==> config.mk <==
export PLATFORM = sky130hd
export DESIGN_NAME = exc_entry_seq
export DESIGN_NICKNAME = d
export VERILOG_FILES = /design/src/rtl/exc_seq_pkg.sv /design/src/rtl/exc_irq_gate.sv /design/src/rtl/exc_prio_arb.sv /design/src/rtl/exc_status_reg.sv /design/src/rtl/exc_entry_seq.sv
export SDC_FILE = /design/constraint.sdc
export NUM_CORES = 1
export LEC_CHECK = 0
export BUFFER_PORTS_ARGS = -buffer_cell sky130_fd_sc_hd__buf_4
export CORE_AREA = 2 2 108 110
export DETAILED_ROUTE_END_ITERATION = 16
export DIE_AREA = 0 0 110 112
export GPL_TIMING_DRIVEN = 0
export HOLD_SLACK_MARGIN = 0.02
export PLACE_DENSITY_LB_ADDON = 0.3
export SLEW_MARGIN = 0
export SYNTH_ARGS = -nofsm -noshare
export SYNTH_HDL_FRONTEND = slang
export SYNTH_SLANG_ARGS = --single-unit
==> constraint.sdc <==
create_clock -name clk -period 3.3 [get_ports clk]
set_input_delay 0.165 -clock clk [delete_from_list [all_inputs] [get_ports clk]]
set_output_delay 0.165 -clock clk [all_outputs]
set_load 0.1 [all_outputs]
==> src/rtl/exc_seq_pkg.sv <==
package exc_seq_pkg;
  localparam int XLEN = 32;
  localparam int IMASK_BIT = 7;
  localparam int FMASK_BIT = 6;
  localparam int MODE_W = 5;
  localparam logic [XLEN-1:0] STATUS_RESET = 32'h0000_005F;

  typedef enum logic [1:0] {
    CAUSE_SWI = 2'd0,
    CAUSE_UND = 2'd1,
    CAUSE_IRQ = 2'd2,
    CAUSE_FIQ = 2'd3
  } cause_e;

  function automatic logic [MODE_W-1:0] mode_for(cause_e c);
    case (c)
      CAUSE_SWI: return 5'h13;
      CAUSE_UND: return 5'h1B;
      CAUSE_IRQ: return 5'h12;
      default:   return 5'h11;
    endcase
  endfunction

  function automatic logic [XLEN-1:0] vector_for(cause_e c);
    case (c)
      CAUSE_SWI: return 32'h08;
      CAUSE_UND: return 32'h04;
      CAUSE_IRQ: return 32'h18;
      default:   return 32'h1C;
    endcase
  endfunction

  function automatic logic [XLEN-1:0] link_for(cause_e c, logic [XLEN-1:0] pc);
    if (c == CAUSE_SWI || c == CAUSE_UND) return pc - 32'd4;
    return pc;
  endfunction

  function automatic logic [XLEN-1:0] status_after(cause_e c, logic [XLEN-1:0] s);
    logic [XLEN-1:0] r;
    r = s;
    r[MODE_W-1:0] = mode_for(c);
    r[IMASK_BIT] = 1'b1;
    if (c == CAUSE_FIQ) r[FMASK_BIT] = 1'b1;
    return r;
  endfunction
endpackage

==> src/rtl/exc_irq_gate.sv <==
module exc_irq_gate #(
  parameter int IRQ_LINES = 16
) (
  input  logic [IRQ_LINES-1:0] int_enable,
  input  logic [IRQ_LINES-1:0] int_flag,
  input  logic [IRQ_LINES-1:0] int_master,
  input  logic                 imask,
  input  logic                 fmask,
  input  logic                 fiq_req,
  output logic                 irq_live,
  output logic                 fiq_live
);
  logic [IRQ_LINES-1:0] match;
  always_comb begin
    match    = int_enable & int_flag;
    irq_live = !imask && (|match) && int_master[0];
    fiq_live = fiq_req && !fmask;
  end
endmodule

==> src/rtl/exc_prio_arb.sv <==
module exc_prio_arb
  import exc_seq_pkg::*;
(
  input  logic   fiq_live,
  input  logic   irq_live,
  input  logic   und_req,
  input  logic   swi_req,
  output logic   take,
  output cause_e cause
);
  always_comb begin
    take  = fiq_live | irq_live | und_req | swi_req;
    if (fiq_live)      cause = CAUSE_FIQ;
    else if (irq_live) cause = CAUSE_IRQ;
    else if (und_req)  cause = CAUSE_UND;
    else               cause = CAUSE_SWI;
  end
endmodule

==> src/rtl/exc_status_reg.sv <==
module exc_status_reg
  import exc_seq_pkg::*;
(
  input  logic            clk,
  input  logic            rst_n,
  input  logic            take,
  input  cause_e          cause,
  input  logic            wr,
  input  logic [XLEN-1:0] wdata,
  output logic [XLEN-1:0] status_q
);
  always_ff @(posedge clk) begin
    if (!rst_n)    status_q <= STATUS_RESET;
    else if (take) status_q <= status_after(cause, status_q);
    else if (wr)   status_q <= wdata;
  end
endmodule

==> src/rtl/exc_entry_seq.sv <==
module exc_entry_seq
  import exc_seq_pkg::*;
#(
  parameter int IRQ_LINES = 16
) (
  input  logic                 clk,
  input  logic                 rst_n,
  input  logic                 swi_req,
  input  logic                 und_req,
  input  logic                 fiq_req,
  input  logic [IRQ_LINES-1:0] int_enable,
  input  logic [IRQ_LINES-1:0] int_flag,
  input  logic [IRQ_LINES-1:0] int_master,
  input  logic [31:0]          cur_pc,
  input  logic                 status_wr,
  input  logic [31:0]          status_wdata,
  output logic [31:0]          status_o,
  output logic                 entry_pulse,
  output logic [1:0]           entry_cause,
  output logic [31:0]          link_o,
  output logic [31:0]          spsr_o,
  output logic [31:0]          next_fetch,
  output logic [31:0]          pc_next
);
  logic   irq_live;
  logic   fiq_live;
  logic   take;
  cause_e cause;

  exc_irq_gate #(.IRQ_LINES(IRQ_LINES)) u_gate (
    .int_enable(int_enable), .int_flag(int_flag), .int_master(int_master),
    .imask(status_o[IMASK_BIT]), .fmask(status_o[FMASK_BIT]),
    .fiq_req(fiq_req), .irq_live(irq_live), .fiq_live(fiq_live)
  );

  exc_prio_arb u_arb (
    .fiq_live(fiq_live), .irq_live(irq_live), .und_req(und_req),
    .swi_req(swi_req), .take(take), .cause(cause)
  );

  exc_status_reg u_status (
    .clk(clk), .rst_n(rst_n), .take(take), .cause(cause),
    .wr(status_wr), .wdata(status_wdata), .status_q(status_o)
  );

  always_ff @(posedge clk) begin
    if (!rst_n) begin
      entry_pulse <= 1'b0;
      entry_cause <= 2'd0;
      link_o      <= '0;
      spsr_o      <= '0;
      next_fetch  <= '0;
      pc_next     <= '0;
    end else begin
      entry_pulse <= take;
      if (take) begin
        entry_cause <= cause;
        link_o      <= link_for(cause, cur_pc);
        spsr_o      <= status_o;
        next_fetch  <= vector_for(cause);
        pc_next     <= vector_for(cause) + 32'd4;
      end
    end
  end
endmodule

==> results by group, run 1 <==
Run status
  • Outcome: complete, no violations

Pwr
  • Pleak: 0.00326 uW
  • PnR Total Power: between 3000 and 4000 uW
  • PwrDens: between 500 and 600 mW/mm2
  • Maximum vdd drop: 0.260 mV

Detailed routing
  • Total wire length: between 15000 and 20000 um
  • Antenna-violating nets left: 0
  • Vias after detailed routing: 5294
  • Initial drt markers: about 460
  • # DRC: 0
  • Vias/cell: 5.06
  • Wire per inst: 15.3 um
  • TritonRoute pass-1 iters: 5

Final layout
  • P&R area growth vs syn: 45.5%
  • Most frequent cells in the layout: 267 x buf_4, 136 x nand2_1, 105 x dfxtp_1, 93 x a21oi_1, 57 x conb_1
  • Finished Cell Area: 0.00721 mm2
  • Ant diodes: 0
  • # nets final: 1018
  • Layout cells sized above 1: 0.336
  • Final Util: 0.645
  • Leading cell type in the layout, fill and taps excluded: buf_4

Run
  • Max-cap check violation count: 0

Place
  • Routability cong.: around 0.87
  • IO buf count: 206
  • Final HPWL DP: approximately 12000 um
  • Post-DP Area: around 0.007 mm2

STA
  • Tmin final: 2.74 ns
  • Hold slack: 0.0443 ns
  • Clock skew: 0.00725 ns
  • Final period utilization: 0.831
  • Rel. slew slack: 0.491
  • Final Hold Vio Count: 0
  • Setup TNS: 0 ns
  • Worst-Margin Slew: 0.760 ns
  • Unrepaired setup endpoints after global routing: false
  • Final setup fails: 0
  • Max Clock Freq: 365 MHz
  • Slew Limit Fails: 0

Synthesis
  • Syn Inst Count: approximately 630
  • Synth warn: 0
  • Async SR Flop Fraction: 0
  • Syn_area_per_cell: approximately 7.9 um2
  • Sequential area share after synthesis: 0.425
  • Seq cells post-synth: 105
  • Cell area after synthesis: approximately 0.0050 mm2
  • Synth cell types: 56
  • Main synth FF type: dfxtp_1
  • EDFF count, synth: 0

Clocking
  • PostCTS Resize Cnt: 0
  • Setup Buffers After CTS: 0
  • H-tree levels: 3
  • Number of CTS-inserted buffers: 9
  • Post-CTS Hold Fix Bufs: 0
  • Clock Pin Slew Worst Setup and Hold Paths: 0.07 ns
  • Clk_lat worst skew: 0.35 ns
  • Root Buffer: clkbuf_16
  • CTS max path bufs: 2
  • CTS tree: done
  • Clk sinks: about 110

Die
  • Total core area: 0.0112 mm2
  • Die area: 0.0123 mm2
  • Std-Cell Rows: 39
  • Initial Util: 0.443
  • Die height: 112 um
  • IO Count: 281
  • Die Wd: around 110 um

Global route
  • GR Util All Layers: 0.253
  • Initial antenna violation count: 0
  • Largest net degree at the start of global routing: 21
  • Wire length of the first global-routing pass: 24300 um
  • Vias in the first global route: 4707
  • Total grt overflow: 0

Critical path
  • Kind of critical path: flip-flop to flip-flop
  • Critical Path AT: 3.02 ns
  • CP required: 3.58 ns
  • CP max FO: 10
  • Critical Path Start Type: flip-flop
  • Nature of the critical path endpoint: flip-flop

Min path
  • HP Class: primary input to flip-flop
synth_stat cells (all sizes together) (2+ instances only):
master	number	area [um2]
a211oi	4	42.5
o21ai	38	190
inv	7	26.3
nand2	136	510
nand4b	3	26.3
a31oi	11	68.8
nor2b	5	31.3
xor2	4	35.0
a21oi	94	474
o2111ai	2	17.5
or2	2	12.5
a22oi	13	97.6
nor4	6	58.8
a21boi	2	18.8
nand3	6	30.0
clkbuf	26	97.6
buf	70	522
nand2b	3	18.8
mux2i	4	40.0
a311oi	6	52.6
or4	4	33.8
dfxtp	105	2100
nor2	30	113
o211ai	2	15.0
nor3	13	76.3
nand4	3	18.8
or3	2	17.5
and2	3	18.8
o31ai	5	37.5
o31a	2	17.5
o41ai	2	17.5
metal layers:
layer / GRT usage / vias to the layer above / part of all wire / routed length [um]
met1: 0.325 / 2373 / 0.41 / 6500
met2: 0.416 / 290 / 0.47 / 7570
met3: 0.0591 / 28 / 0.098 / 1570
met4: 0.0768 / 0 / 0.021 / 331
met5: 0 / - / 0 / 0
li1: - / 2603 / - / -
critical path, stage by stage, from the launching register on:
cell and delay, ns:
dfxtp_1 0.35, nor2b_1 0.11, clkbuf_1 0.45, nor2_1 0.31, o21ai_1 0.27, clkbuf_1 0.47
clkbuf_1 0.43, nand2_1 0.12, a21oi_1 0.15
final timing paths:
check	cells past startpoint	to	slack, ns	from
worst max register to register	8	spsr_o[29]$_SDFFE_PN0P_	0.56	u_status.status_q[6]$_SDFFE_PN1P_
worst min register to register	2	link_o[1]$_SDFFE_PN0P_	0.45	link_o[1]$_SDFFE_PN0P_
worst min-delay path	2	link_o[9]$_SDFFE_PN0P_	0.04	cur_pc[9]
worst max-delay path	8	spsr_o[29]$_SDFFE_PN0P_	0.56	u_status.status_q[6]$_SDFFE_PN1P_
stage by stage:
stage | setup WS (ns) | cells
floorplan | 1.42 | 682
global placement | 0.647 | 1031
detailed placement | 0.629 | 1031
CTS | 0.599 | 1047
global route | 0.341 | 1047
finish | 0.557 | 1047
power by group:
group | total [uW] | leakage, uW | switching [uW] | internal, uW
clock | 1140 | 0.000153 | 531 | 612
sequential | 1370 | 0.000862 | 38.6 | 1330
combinational | 1240 | 0.00224 | 961 | 277
flip-flops by register name, indices dropped and copies added (netlist names):
name               cells
spsr_o                32
link_o                32
pc_next                4
next_fetch             2
u_status.status_q     32
entry_cause            2
entry_pulse            1
area by class of cell:
| cell class | instances | area [um2] |
|---|---|---|
| Fill cell | 1047 | 3970 |
| Multi-Input combinational cell | 474 | 2410 |
| Sequential cell | 105 | 2100 |
| Timing Repair Buffer | 206 | 1550 |
| Buffer | 96 | 619 |
| Clock buffer | 9 | 225 |
| Tap cell | 143 | 179 |
| Clock inverter | 7 | 93.8 |
| Inverter | 7 | 26.3 |
logic make-up after synthesis:
| logic type | after synthesis | share of synthesized area |
|---|---|---|
| xor gates and xnor gates | 5 | 0.00884 |
| other | 1 | 0.000757 |
| and+or+nand+nor | 221 | 0.203 |
| buffers and inverters | 103 | 0.130 |
| adders and majority gates | 1 | 0.00253 |
| AOI/OAI and AO/OA | 186 | 0.222 |
| DFF | 105 | 0.425 |
| muxes | 4 | 0.00809 |
(Power assumes the default switching activity.)
==> run 2: changes to the inputs <==
--- a/config.mk
+++ b/config.mk
@@ -6,9 +6,9 @@
 export NUM_CORES = 1
 export LEC_CHECK = 0
 export BUFFER_PORTS_ARGS = -buffer_cell sky130_fd_sc_hd__buf_4
-export CORE_AREA = 2 2 108 110
+export CORE_MARGIN = 2
+export CORE_UTILIZATION = 40
 export DETAILED_ROUTE_END_ITERATION = 16
-export DIE_AREA = 0 0 110 112
 export GPL_TIMING_DRIVEN = 0
 export HOLD_SLACK_MARGIN = 0.02
 export PLACE_DENSITY_LB_ADDON = 0.3
==> constraint.sdc (replaced) <==
create_clock -name clk -period 2.3 [get_ports clk]
set_input_delay 0.115 -clock clk [delete_from_list [all_inputs] [get_ports clk]]
set_output_delay 0.115 -clock clk [all_outputs]
set_load 0.1 [all_outputs]
==> results by group, run 2 (synthesis gave the netlist of run 1 again) <==
Detailed routing
  • # DRC: 0
  • Total wire length: 16300 um
  • Wire per inst: 14.7 um
  • Initial drt markers: 423
  • Vias after detailed routing: 5396
  • TritonRoute pass-1 iters: 5
  • Antenna-violating nets left: 0
  • Vias/cell: 4.87

Final layout
  • Leading cell type in the layout, fill and taps excluded: buf_4
  • Most frequent cells in the layout: 271 x buf_4, 136 x nand2_1, 105 x dfxtp_1, 93 x a21oi_1, 57 x conb_1
  • Fill count: 1104
  • Ant diodes: 0
  • Biggest regs: link_o: 32 flops, spsr_o: 32 flops, u_status.status_q: 32 flops
  • Layout cells sized above 1: 0.335
  • P&R area growth vs syn: 53.0%
  • Final Util: 0.628
  • Finished Cell Area: 0.00758 mm2
  • # nets final: 1055

Clocking
  • Clk sinks: between 100 and 150
  • Root Buffer: clkbuf_16
  • CTS max path bufs: 2
  • Clk_lat worst skew: 0.35 ns
  • Clock Pin Slew Worst Setup and Hold Paths: ~0.070 ns
  • CTS tree: done
  • H-tree levels: 3
  • Number of CTS-inserted buffers: 9

Global route
  • Initial antenna violation count: 0
  • Largest net degree at the start of global routing: 19
  • Total grt overflow: 0
  • Wire length of the first global-routing pass: between 20000 and 30000 um
  • Vias in the first global route: 4988
  • GR Util All Layers: 0.242

Critical path
  • CP max FO: 7
  • CP required: around 2.6 ns
  • Nature of the critical path endpoint: flip-flop
  • Critical Path AT: approximately 2.5 ns
  • Kind of critical path: primary input to flip-flop
  • Critical Path Start Type: primary input

Min path
  • HP Class: primary input to flip-flop

Pwr
  • PwrDens: a little under 700 mW/mm2
  • Maximum vdd drop: approximately 0.41 mV
  • Pleak: about 0.0034 uW

Place
  • Routability cong.: 0.891
  • IO buf count: 206
  • Dpl ws: -0.396 ns
  • Post-DP Area: 0.00692 mm2
  • Final HPWL DP: 12000 um

Run
  • Max-cap check violation count: 0

Die
  • Die area: 0.0133 mm2
  • Die height: 115 um
  • Initial Util: 0.410
  • Std-Cell Rows: 40
  • Total core area: 0.0121 mm2
  • IO Count: 281
  • Die Wd: approximately 120 um

STA
  • Slew Limit Fails: 0
  • Worst-Margin Slew: 0.632 ns
  • Setup TNS: 0 ns
  • Rel. slew slack: 0.576
  • Clock skew: 0.00619 ns
  • Final period utilization: 0.964
  • Max Clock Freq: about 450 MHz
  • Slack of the critical path: 0.0824 ns
  • Hold slack: 0.0278 ns
  • Final setup fails: 0
  • Final Hold Vio Count: 0
  • Unrepaired setup endpoints after global routing: true
  • Tmin final: 2.22 ns

Run status
  • Outcome: complete, no violations
==> run 2: where the power goes <==
group	total, uW	internal [uW]	switching [uW]
clock	1490	751	735
sequential	1960	1910	57.9
combinational	1820	436	1390
total	5270	3090	2180
==> run 2: path summary, 6_finish.rpt <==
path | startpoint | to | depth (start not counted) | slack, ns
worst max-delay path | cur_pc[14] | link_o[31]$_SDFFE_PN0P_ | 8 | 0.08
worst min-delay path | cur_pc[29] | link_o[29]$_SDFFE_PN0P_ | 3 | 0.03
worst max register to register | u_status.status_q[6]$_SDFFE_PN1P_ | spsr_o[30]$_SDFFE_PN0P_ | 8 | 0.17
worst min register to register | spsr_o[14]$_SDFFE_PN0P_ | spsr_o[14]$_SDFFE_PN0P_ | 2 | 0.45
==> run 2: timing repair <==
| action | CTS | global route |
|---|---|---|
| pin swaps | 0 | 3 |
| buffers inserted | 0 | 4 |
| hold buffers | 33 | 0 |
| endpoints found under the setup margin | 49 | 23 |
| gates resized for setup | 6 | 2 |
| hold endpoints to repair | 33 | 0 |
==> run 2: final cells by class <==
| class | count | area, um2 | share of cell area |
|---|---|---|---|
| buffer | 96 | 626 | 0.0826 |
| clock buffer | 10 | 229 | 0.0302 |
| clock inverter | 6 | 50.0 | 0.00661 |
| inverter | 7 | 26.3 | 0.00347 |
| multi-input combinational | 474 | 2430 | 0.320 |
| sequential | 105 | 2100 | 0.277 |
| tap | 168 | 210 | 0.0277 |
| timing repair buffer | 243 | 1910 | 0.252 |
==> run 2: stage by stage <==
stage	total power, uW	cells
after floorplan	3370	682
after global placement	3760	1056
after detailed placement	3770	1056
after CTS	5290	1105
after global routing	5460	1109
final	5270	1109
==> run 2: metal layers <==
| metal | part of all wire | vias to the layer above | wire length [um] | GRT usage |
|---|---|---|---|---|
| met1 | 0.42 | 2406 | 6880 | 0.305 |
| li1 | - | 2675 | - | - |
| met5 | 0 | - | 0 | 0 |
| met2 | 0.46 | 281 | 7480 | 0.393 |
| met4 | 0.029 | 0 | 474 | 0.105 |
| met3 | 0.091 | 34 | 1490 | 0.0601 |
==> run 2: worst max-delay path, stage by stage <==
cell	delay, ns
dlygate4sd3_1	0.53
buf_4	0.16
or4_4	0.52
or3_4	0.37
nor3_4	0.28
o2111ai_1	0.20
xor2_1	0.18
a21oi_1	0.15
==> run 3: changes to the inputs <==
--- a/config.mk
+++ b/config.mk
@@ -8,6 +8,7 @@
 export BUFFER_PORTS_ARGS = -buffer_cell sky130_fd_sc_hd__buf_4
 export CORE_MARGIN = 2
 export CORE_UTILIZATION = 40
+export CTS_BUF_LIST = sky130_fd_sc_hd__clkbuf_16
 export DETAILED_ROUTE_END_ITERATION = 16
 export GPL_TIMING_DRIVEN = 0
 export HOLD_SLACK_MARGIN = 0.02
==> results by group, run 3 (synthesis gave the netlist of run 1 again) <==
Run status
  • Outcome: complete, no violations

Global route
  • Vias in the first global route: 4988
  • GR Layer Usage met3: 0.0601
  • Met2 usage: 0.393
  • GR Util met1: 0.305
  • Largest net degree at the start of global routing: 19
  • GR Util All Layers: 0.242
  • Wire length of the first global-routing pass: around 25000 um
  • Total grt overflow: 0
  • Initial antenna violation count: 0
  • GRT Max-Usage Layer: met2

Die
  • Initial Util: 0.410
  • Die area: 0.0133 mm2
  • Std-Cell Rows: 40
  • Die height: 115 um
  • Total core area: 0.0121 mm2
  • Die Wd: 115 um
  • IO Count: between 200 and 300

STA
  • Rel. slew slack: 0.576
  • Unrepaired setup endpoints after global routing: true
  • Worst-Margin Slew: 0.632 ns
  • Max Clock Freq: ~450 MHz
  • Slew Limit Fails: 0
  • Final period utilization: 0.964
  • Setup TNS: 0 ns
  • Clock skew: 0.00627 ns
  • Final setup fails: 0
  • Tmin final: 2.22 ns
  • Final Hold Vio Count: 0

Clocking
  • H-tree levels: 3
  • CTS max path bufs: 2
  • CTS tree: done
  • Clock Pin Slew Worst Setup and Hold Paths: 0.07 ns
  • Clk_lat worst skew: 0.35 ns
  • Clk sinks: 105
  • Number of CTS-inserted buffers: 9
  • Root Buffer: clkbuf_16

Detailed routing
  • Vias after detailed routing: 5397
  • Total wire length: around 16000 um
  • Antenna-violating nets left: 0
  • Vias/cell: 4.87
  • Initial drt markers: 432
  • # DRC: 0
  • TritonRoute pass-1 iters: 5
  • Wire per inst: 14.7 um

Final layout
  • Finished Cell Area: 0.00758 mm2
  • Most frequent cells in the layout: 271 x buf_4, 136 x nand2_1, 105 x dfxtp_1, 93 x a21oi_1, 57 x conb_1
  • Leading cell type in the layout, fill and taps excluded: buf_4
  • # nets final: 1055
  • Biggest regs: link_o: 32 flops, spsr_o: 32 flops, u_status.status_q: 32 flops
  • Ant diodes: 0
  • Layout cells sized above 1: 0.335
  • P&R area growth vs syn: 53.0%

Place
  • Post-DP Area: 0.00692 mm2
  • Routability cong.: between 0.8 and 0.9
  • IO buf count: 206
  • Final HPWL DP: 12000 um

Run
  • Max-cap check violation count: 0

Pwr
  • PnR Total Power: 5270 uW
  • Pleak: 0.00341 uW
  • PwrDens: just under 700 mW/mm2
  • Maximum vdd drop: 0.406 mV

Critical path
  • CP max FO: 7
  • Critical Path AT: 2.51 ns
  • Kind of critical path: primary input to flip-flop
  • Nature of the critical path endpoint: flip-flop
  • CP required: 2.59 ns
  • Critical Path Start Type: primary input

Min path
  • HP Class: primary input to flip-flop
-- run 3: worst paths after layout --
check	from	endpoint	slack [ns]	cells past startpoint
worst max-delay path	cur_pc[14]	link_o[31]$_SDFFE_PN0P_	0.08	8
worst min-delay path	cur_pc[29]	link_o[29]$_SDFFE_PN0P_	0.03	3
worst max register to register	u_status.status_q[6]$_SDFFE_PN1P_	spsr_o[29]$_SDFFE_PN0P_	0.17	8
worst min register to register	spsr_o[14]$_SDFFE_PN0P_	spsr_o[14]$_SDFFE_PN0P_	0.45	2
-- run 3: critical path, stage by stage --
cell and delay, ns:
dlygate4sd3_1 0.53, buf_4 0.16, or4_4 0.52, or3_4 0.37, nor3_4 0.28, o2111ai_1 0.20, xor2_1 0.18, a21oi_1 0.15
-- run 3: layout make-up --
class | count | area, um2
Multi-Input combinational cell | 474 | 2430
Buffer | 96 | 626
Tap cell | 168 | 210
Clock buffer | 9 | 225
Clock inverter | 7 | 53.8
Sequential cell | 105 | 2100
Inverter | 7 | 26.3
Timing Repair Buffer | 243 | 1910
Fill cell | 1104 | 4490
-- run 3: power by group --
part / switching [uW] / internal, uW / total [uW] / leakage (uW)
logic: 1390 / 436 / 1820 / 0.00241
clock network: 736 / 747 / 1480 / 0.000140
registers: 57.9 / 1910 / 1960 / 0.000862
total: 2180 / 3090 / 5270 / 0.00341
-- run 3: per-layer routing --
layer / vias up / routed length, um / part of all wire
li1: 2674 / - / -
met1: 2411 / 6890 / 0.42
met2: 278 / 7490 / 0.46
met3: 34 / 1480 / 0.091
met4: 0 / 474 / 0.029
met5: - / 0 / 0
-- run 3: stage by stage --
step                setup slack, ns  utilization  hold slack [ns]  cells
global route                -0.0231        0.628           0.0454   1109
detailed placement           -0.396        0.574            0.353   1056
CTS                          0.0372        0.625           0.0203   1105
finish                       0.0824        0.628           0.0277   1109
floorplan                     0.447            -            0.222    682
global placement             -0.351        0.574            0.354   1056
-- run 3: repair_timing --
action,4_1_cts,5_1_grt
setup endpoints to repair,49,23
hold buffers,33,0
gates resized for setup,6,2
pin swaps,0,3
cloned,0,0
setup buffers,0,4
hold endpoints to repair,33,0
